`src/rtl/tmt_pkg.sv`:
```
package tmt_pkg;
   localparam int CTRL_W = 15;
   localparam int NUM_EV = 3;
   localparam int PTV_W  = 3;

   localparam logic [7:0] OFS_CFG   = 8'h10;
   localparam logic [7:0] OFS_RDONE = 8'h14;
   localparam logic [7:0] OFS_STAT  = 8'h18;
   localparam logic [7:0] OFS_IEN   = 8'h1C;
   localparam logic [7:0] OFS_WEN   = 8'h20;
   localparam logic [7:0] OFS_CTRL  = 8'h24;
   localparam logic [7:0] OFS_CNT   = 8'h28;
   localparam logic [7:0] OFS_LOAD  = 8'h2C;
   localparam logic [7:0] OFS_TRIG  = 8'h30;
   localparam logic [7:0] OFS_PEND  = 8'h34;
   localparam logic [7:0] OFS_MATCH = 8'h38;
   localparam logic [7:0] OFS_IFC   = 8'h40;

   typedef enum logic [1:0] {
      PIN_HOLD = 2'd0,
      PIN_OVF  = 2'd1,
      PIN_BOTH = 2'd2,
      PIN_RSVD = 2'd3
   } pin_mode_t;

   // field order fixes the bit positions of the control word
   typedef struct packed {
      logic             dir_in;
      logic             capt_pair;
      logic             toggle;
      pin_mode_t        pmode;
      logic [1:0]       capt_edge;
      logic             dflt;
      logic             cmp_en;
      logic             pre_en;
      logic [PTV_W-1:0] ptv;
      logic             reload;
      logic             run;
   } ctrl_t;
endpackage

```
`src/rtl/tmt_prescale.sv`:
```
module tmt_prescale #(
   parameter int PTV_W = 3
) (
   input  logic             clk,
   input  logic             rst_n,
   input  logic             srst,
   input  logic             clr,
   input  logic             run,
   input  logic             fclk_en,
   input  logic             pre_en,
   input  logic [PTV_W-1:0] ptv,
   output logic             tick
);
   localparam int SH_W = PTV_W + 1;
   localparam int PS_W = 1 << PTV_W;

   logic [PS_W-1:0] pcnt, lim;
   logic            adv;

   assign lim  = ~({PS_W{1'b1}} << ({1'b0, ptv} + SH_W'(1)));
   assign adv  = run && fclk_en;
   assign tick = adv && (!pre_en || pcnt == lim);

   always_ff @(posedge clk or negedge rst_n) begin
      if (!rst_n)                pcnt <= '0;
      else if (srst || clr)      pcnt <= '0;
      else if (adv && pre_en)    pcnt <= (pcnt == lim) ? '0 : pcnt + 1'b1;
   end
endmodule

```
`src/rtl/tmt_count.sv`:
```
module tmt_count #(
   parameter int W = 32
) (
   input  logic         clk,
   input  logic         rst_n,
   input  logic         srst,
   input  logic         tick,
   input  logic         cmp_en,
   input  logic         ld,
   input  logic [W-1:0] ld_val,
   input  logic [W-1:0] load_q,
   input  logic [W-1:0] match_q,
   output logic [W-1:0] cnt_q,
   output logic         ovf,
   output logic         mat
);
   logic [W-1:0] nxt;

   assign ovf = tick && (cnt_q == {W{1'b1}});
   assign nxt = ovf ? load_q : cnt_q + 1'b1;
   assign mat = tick && cmp_en && (nxt == match_q);

   always_ff @(posedge clk or negedge rst_n) begin
      if (!rst_n)     cnt_q <= '0;
      else if (srst)  cnt_q <= '0;
      else if (ld)    cnt_q <= ld_val;
      else if (tick)  cnt_q <= nxt;
   end
endmodule

```
`src/rtl/tmt_events.sv`:
```
module tmt_events #(
   parameter int N = 3
) (
   input  logic         clk,
   input  logic         rst_n,
   input  logic         srst,
   input  logic [N-1:0] ev,
   input  logic         wr_stat,
   input  logic         wr_ien,
   input  logic         wr_wen,
   input  logic [N-1:0] wbits,
   output logic [N-1:0] status,
   output logic [N-1:0] ien,
   output logic [N-1:0] wen,
   output logic         irq,
   output logic         wake
);
   for (genvar i = 0; i < N; i++) begin : g_src
      always_ff @(posedge clk or negedge rst_n) begin
         if (!rst_n)     status[i] <= 1'b0;
         else if (srst)  status[i] <= 1'b0;
         else            status[i] <= (ev[i] && ien[i]) ||
                                      (status[i] && !(wr_stat && wbits[i]));
      end
   end

   always_ff @(posedge clk or negedge rst_n) begin
      if (!rst_n) begin
         ien <= '0; wen <= '0; wake <= 1'b0;
      end else if (srst) begin
         ien <= '0; wen <= '0; wake <= 1'b0;
      end else begin
         if (wr_ien) ien <= wbits;
         if (wr_wen) wen <= wbits;
         wake <= |(ev & wen);
      end
   end

   assign irq = |status;
endmodule

```
`src/rtl/tmt_pin.sv`:
```
module tmt_pin
   import tmt_pkg::*;
(
   input  logic      clk,
   input  logic      rst_n,
   input  logic      srst,
   input  logic      ctrl_wr,
   input  logic      wr_dflt,
   input  pin_mode_t pmode,
   input  logic      toggle,
   input  logic      dflt,
   input  logic      dir_in,
   input  logic      ovf,
   input  logic      mat,
   output logic      pin_out,
   output logic      pin_oe
);
   logic tog_q, pls_q, hit, act;

   assign hit = (pmode == PIN_OVF  && ovf) ||
                (pmode == PIN_BOTH && (ovf || mat));
   assign act = hit && !dir_in;

   always_ff @(posedge clk or negedge rst_n) begin
      if (!rst_n) begin
         tog_q <= 1'b0; pls_q <= 1'b0;
      end else if (srst) begin
         tog_q <= 1'b0; pls_q <= 1'b0;
      end else begin
         pls_q <= act && !toggle;
         if (ctrl_wr)              tog_q <= wr_dflt;
         else if (act && toggle)   tog_q <= ~tog_q;
      end
   end

   always_comb begin
      if (pmode == PIN_HOLD || pmode == PIN_RSVD) pin_out = dflt;
      else if (toggle)                            pin_out = tog_q;
      else                                        pin_out = dflt ^ pls_q;
   end
   assign pin_oe = !dir_in;
endmodule

```
`src/rtl/tick_match_timer.sv`:
```
module tick_match_timer
   import tmt_pkg::*;
#(
   parameter int CNT_W  = 32,
   parameter int ADDR_W = 8
) (
   input  logic              clk,
   input  logic              rst_n,
   input  logic              fclk_en,
   input  logic              reg_wr,
   input  logic [ADDR_W-1:0] reg_addr,
   input  logic [CNT_W-1:0]  reg_wdata,
   output logic [CNT_W-1:0]  reg_rdata,
   output logic              irq,
   output logic              wake,
   output logic              pin_out,
   output logic              pin_oe
);
   localparam logic [ADDR_W-1:0] A_CFG   = ADDR_W'(OFS_CFG);
   localparam logic [ADDR_W-1:0] A_RDONE = ADDR_W'(OFS_RDONE);
   localparam logic [ADDR_W-1:0] A_STAT  = ADDR_W'(OFS_STAT);
   localparam logic [ADDR_W-1:0] A_IEN   = ADDR_W'(OFS_IEN);
   localparam logic [ADDR_W-1:0] A_WEN   = ADDR_W'(OFS_WEN);
   localparam logic [ADDR_W-1:0] A_CTRL  = ADDR_W'(OFS_CTRL);
   localparam logic [ADDR_W-1:0] A_CNT   = ADDR_W'(OFS_CNT);
   localparam logic [ADDR_W-1:0] A_LOAD  = ADDR_W'(OFS_LOAD);
   localparam logic [ADDR_W-1:0] A_TRIG  = ADDR_W'(OFS_TRIG);
   localparam logic [ADDR_W-1:0] A_MATCH = ADDR_W'(OFS_MATCH);
   localparam logic [ADDR_W-1:0] A_IFC   = ADDR_W'(OFS_IFC);

   if (CNT_W < CTRL_W) begin : g_bad_cnt_w
      $error("tick_match_timer: CNT_W must hold the control word");
   end
   if (ADDR_W < 7) begin : g_bad_addr_w
      $error("tick_match_timer: ADDR_W too small for the register map");
   end

   ctrl_t             ctrl_q;
   logic [CNT_W-1:0]  load_q, match_q, cnt_q;
   logic [NUM_EV-1:0] status, ien, wen, ev;
   logic              tick, ovf, mat, srst, wr_ctrl, wr_cnt, wr_trig;

   assign srst    = reg_wr && (reg_addr == A_CFG || reg_addr == A_IFC) && reg_wdata[1];
   assign wr_ctrl = reg_wr && reg_addr == A_CTRL;
   assign wr_cnt  = reg_wr && reg_addr == A_CNT;
   assign wr_trig = reg_wr && reg_addr == A_TRIG;
   assign ev      = {1'b0, ovf, mat};

   always_ff @(posedge clk or negedge rst_n) begin
      if (!rst_n) begin
         ctrl_q <= '0; load_q <= '0; match_q <= '0;
      end else if (srst) begin
         ctrl_q <= '0; load_q <= '0; match_q <= '0;
      end else begin
         if (wr_ctrl)                  ctrl_q <= ctrl_t'(reg_wdata[CTRL_W-1:0]);
         else if (ovf && !ctrl_q.reload) ctrl_q.run <= 1'b0;
         if (reg_wr && reg_addr == A_LOAD)  load_q  <= reg_wdata;
         if (reg_wr && reg_addr == A_MATCH) match_q <= reg_wdata;
      end
   end

   tmt_prescale #(.PTV_W(PTV_W)) u_pre (
      .clk(clk), .rst_n(rst_n), .srst(srst), .clr(wr_ctrl),
      .run(ctrl_q.run), .fclk_en(fclk_en), .pre_en(ctrl_q.pre_en),
      .ptv(ctrl_q.ptv), .tick(tick));

   tmt_count #(.W(CNT_W)) u_cnt (
      .clk(clk), .rst_n(rst_n), .srst(srst), .tick(tick),
      .cmp_en(ctrl_q.cmp_en), .ld(wr_cnt || wr_trig),
      .ld_val(wr_cnt ? reg_wdata : load_q), .load_q(load_q),
      .match_q(match_q), .cnt_q(cnt_q), .ovf(ovf), .mat(mat));

   tmt_events #(.N(NUM_EV)) u_ev (
      .clk(clk), .rst_n(rst_n), .srst(srst), .ev(ev),
      .wr_stat(reg_wr && reg_addr == A_STAT),
      .wr_ien(reg_wr && reg_addr == A_IEN),
      .wr_wen(reg_wr && reg_addr == A_WEN),
      .wbits(reg_wdata[NUM_EV-1:0]), .status(status), .ien(ien),
      .wen(wen), .irq(irq), .wake(wake));

   tmt_pin u_pin (
      .clk(clk), .rst_n(rst_n), .srst(srst), .ctrl_wr(wr_ctrl),
      .wr_dflt(reg_wdata[7]), .pmode(ctrl_q.pmode),
      .toggle(ctrl_q.toggle), .dflt(ctrl_q.dflt), .dir_in(ctrl_q.dir_in),
      .ovf(ovf), .mat(mat), .pin_out(pin_out), .pin_oe(pin_oe));

   always_comb begin
      case (reg_addr)
         A_RDONE: reg_rdata = CNT_W'(1);
         A_STAT:  reg_rdata = CNT_W'(status);
         A_IEN:   reg_rdata = CNT_W'(ien);
         A_WEN:   reg_rdata = CNT_W'(wen);
         A_CTRL:  reg_rdata = CNT_W'(ctrl_q);
         A_CNT:   reg_rdata = cnt_q;
         A_LOAD:  reg_rdata = load_q;
         A_MATCH: reg_rdata = match_q;
         default: reg_rdata = '0;
      endcase
   end
endmodule

```
`config.mk`:
```
export PLATFORM = sky130hd
export DESIGN_NAME = tick_match_timer
export DESIGN_NICKNAME = d
export VERILOG_FILES = /design/src/rtl/tmt_pkg.sv /design/src/rtl/tmt_prescale.sv /design/src/rtl/tmt_count.sv /design/src/rtl/tmt_events.sv /design/src/rtl/tmt_pin.sv /design/src/rtl/tick_match_timer.sv
export SDC_FILE = /design/constraint.sdc
export NUM_CORES = 1
export LEC_CHECK = 0
export ABC_AREA = 1
export BUFFER_PORTS_ARGS = -buffer_cell sky130_fd_sc_hd__buf_4
export CORE_MARGIN = 10
export CORE_UTILIZATION = 50
export CTS_BUF_LIST = sky130_fd_sc_hd__clkbuf_4
export CTS_CLUSTER_DIAMETER = 100
export DETAILED_ROUTE_END_ITERATION = 7
export PLACE_DENSITY_LB_ADDON = 0.3
export SETUP_SLACK_MARGIN = 0.2
export SYNTH_ARGS = -nofsm -noshare
export SYNTH_HDL_FRONTEND = slang
export SYNTH_SLANG_ARGS = --single-unit
```
`constraint.sdc`:
```
create_clock -name clk -period 3.9 [get_ports clk]
set_input_delay 0.39 -clock clk [delete_from_list [all_inputs] [get_ports clk]]
set_output_delay 0.39 -clock clk [all_outputs]
set_load 0.01 [all_outputs]
```
==> results.py <==
metrics = {
    "yosys": {
        "yosysTopAreaCell": "dfrtp_1",
        "ys_seq_area_share_pct": 38.2,
        "synth_area_leaders": "dfrtp_1 38%, nand2_1 14%, inv_1 6.0%",
        "synthesis.nets": 1237,
        "synth_seq_cells": 131,
        "postSynthCellCount": 1187,
        "synth_warnings": 0,
        "synth.top_cell.area_share_pct": 38.2,
        "yosysUniqueCellTypes": 47,
        "synth_area_per_cell_sq_um": 7.23,
        "syn_area_sq_um": 8580,
    },
    "finish": {
        "nNetsFinal": 1311,
        "final_common_cell": "nand2_1",
        "post-route-util_pct": 57.8,
        "area_delta_synth_final_pct": 12.6,
        "multi_input_area_sq_um": 4470,
        "fill_cells": 1656,
        "layout_common_cells": "323 x nand2_1, 137 x inv_1, 130 x dfrtp_1",
        "final_cells": 1492,
        "drive_gt1_share_pct": 14.5,
        "fin_area_sq_um": 9660,
        "regArea_sq_um": 3280,
    },
    "placement": {
        "io_buffers": 79,
        "hpwl_microns": 21200,
        "placed_cell_area_sq_um": 9380,
        "place.gp.congestion": 0.975,
        "post-place-ws_ns": 0.314,
        "dp_cells": 1456,
    },
    "global_routing": {
        "grtUsageMet2_pct": 40.0,
        "grt-ovfl-total": 0,
        "grt_first_pass_wirelength_microns": 47300,
        "grt.total_usage_pct": 26.4,
        "met1_usage_pct": 36.1,
        "antenna_found_initial": 2,
        "grt_max_degree": 101,
        "top_usage_layer": "met2",
        "grt_use_met3_pct": 5.37,
        "grt_pass1_vias": 8731,
    },
    "drt": {
        "vias": 9028,
        "wl_per_cell_microns": 20.1,
        "drcViolationCount": 0,
        "drtPass1Iterations": 7,
        "ant_nets": 0,
        "drt-total-wl_microns": 29900,
        "drt-initial-drc-count": 1035,
        "vias_per_cell": 6.05,
    },
    "floorplanning": {
        "pin_count": 80,
        "core_area_sq_um": 16700,
        "fp.dieW_microns": 151,
        "initial_core_util_pct": 51.4,
        "die_area_sq_um": 22800,
        "rows": 47,
        "die_h_microns": 151,
    },
    "sta": {
        "fmax_mhz": 281,
        "setup_violations": 0,
        "worst_slew_pin_slew_ns": 0.948,
        "min_period_ns": 3.55,
        "finalCritPeriodShare_pct": 91.1,
        "maxSlewHeadroom_pct": 36.8,
        "finalSetupTns_ns": 0,
        "drv_slew": 0,
        "hold_violations": 0,
        "rsz0062_at_grt": "false",
        "skew_ns": 0.0214,
        "layout_setup_ws_ns": 0.346,
    },
    "clock_network": {
        "clkTransAtPathRegs_ns": 0.11,
        "htreeDepth": 4,
        "cts_made_buffers": 17,
        "clkLatencyLatePin_ns": 0.58,
        "tritoncts": "yes",
        "clkSinkCount": 131,
        "root_buffer": "clkbuf_4",
        "max-clock-path-buffers": 2,
    },
    "setup_path": {
        "endpoint": "u_pin.tog_q",
        "ff2ff_path_depth": 25,
        "ff2ff_setup_slack_ns": 0.35,
        "required_ns": 4.39,
        "worstReg2RegEnd": "u_pin.tog_q",
        "cp-start-kind": "flop",
        "arrival_ns": 4.04,
        "path_max_fanout": 23,
        "crit_start": "ctrl_q[3]",
        "endpoint_kind": "flop",
        "r2r-start": "ctrl_q[3]",
        "critPathKind": "flop to flop",
    },
    "power_and_ir_drop": {
        "power.density_nw_per_um2": 413,
        "p_leak_uw": 0.00466,
        "vdd_ir_drop_max_v": 0.000306,
    },
    "run_status": {
        "status": "finished, final reports clean",
    },
    "worst_hold_path": {
        "hold_class": "input port to flop",
    },
    "job": {
        "drv_cap": 0,
    },
}
registers in the layout (all words and copies together) (netlist names):
signal,flops
load_q,32
match_q,32
u_cnt.cnt_q,32
ctrl_q,15
u_pre.pcnt,8
u_ev.ien,3
u_ev.status,3
u_ev.wen,3
u_ev.wake,1
u_pin.pls_q,1
u_pin.tog_q,1
cell usage after synthesis, drive strengths merged:
cell type,count
o2111ai,2
o211ai,2
a22oi,1
clkbuf,34
a21oi,58
xnor2,3
o31ai,3
o32ai,29
xor2,27
nand3,76
nand2,328
or2,1
buf,17
mux2i,1
a211oi,1
a21boi,1
nor4,3
nor2,54
inv,155
nand3b,4
nand4,41
o22ai,62
ha,6
and3,1
nor3,24
clkinv,3
a221oi,2
o221ai,17
a31oi,1
dfrtp,131
o21ai,99
critical path: stages (launching register included):
cell,delay (ns)
dfrtp_2,0.48
ha_1,0.20
ha_1,0.31
nor2_1,0.17
nand3_1,0.09
nand2_1,0.07
nand2_1,0.05
nor2_2,0.09
nand2_2,0.10
nand2_4,0.10
buf_6,0.25
nand4_1,0.22
nand3_1,0.26
nand2_1,0.07
nor2_1,0.10
nand2_1,0.06
inv_2,0.04
nand2_1,0.11
nor2_2,0.14
nand3_1,0.08
nand2_1,0.12
nand3_1,0.11
nand2_1,0.08
nand2_1,0.06
nand2_1,0.06
inv_1,0.04
how the worst min path moves through the flow:
stage	from	to	slack, ns	cells after the start
4_1_cts	reg_wdata[2]	u_ev.status[2]	0.01	2
3_5_place_dp	ctrl_q[8]	ctrl_q[8]	0.48	2
5_1_grt	reg_wdata[2]	u_ev.status[2]	0.01	2
6_report	reg_wdata[2]	u_ev.status[2]	0.02	2
2_1_floorplan	rst_n	ctrl_q[0]	0.09	0
3_3_place_gp	ctrl_q[8]	ctrl_q[8]	0.47	2
layer usage:
metal	up-vias	wire length (microns)	share of wire [%]
met3	103	3100	10
li1	4207	-	-
met5	-	13	0.043
met1	4160	12400	42
met2	556	13300	45
met4	2	1070	3.6
power breakdown:
group	internal (uW)	switching (uW)	leakage, uW
registers	1570	250	0.00162
logic	510	902	0.00293
clock network	249	507	0.000116
total	2330	1660	0.00466
through the flow:
stage                     hold slack, ns  total power (uW)
after global routing              0.0138              4250
after detailed placement           0.476              3200
final                             0.0201              3990
after CTS                        0.00978              3950
after floorplan                   0.0944              2780
after global placement             0.475              3190
logic make-up (layout without fill, tap and decap cells):
family	Yosys count	in the layout	share of synthesized area, %
compound gates	278	278	19.7
xor+xnor	30	30	3.06
fa+ha+maj	6	6	0.875
buf+inv	209	293	9.74
flops	131	131	38.2
mux	1	1	0.117
other cells	0	1	0
simple gates	532	532	28.3
area by class of cell:
class	instances	share of cell area, %
multi-input combinational	847	46.3
sequential	131	33.9
timing repair buffer	106	8.78
inverter	158	6.14
tap	220	2.85
clock buffer	20	1.55
clock inverter	9	0.453
antenna	1	0.0259
timing repair:
action                     4_1_cts  5_1_grt
hold buffers                     1        0
setup endpoints to repair        0        2
hold endpoints to repair        98        0
setup buffers                    0        4
gates resized for setup          0        5
Power figures use the tool's default switching activity.
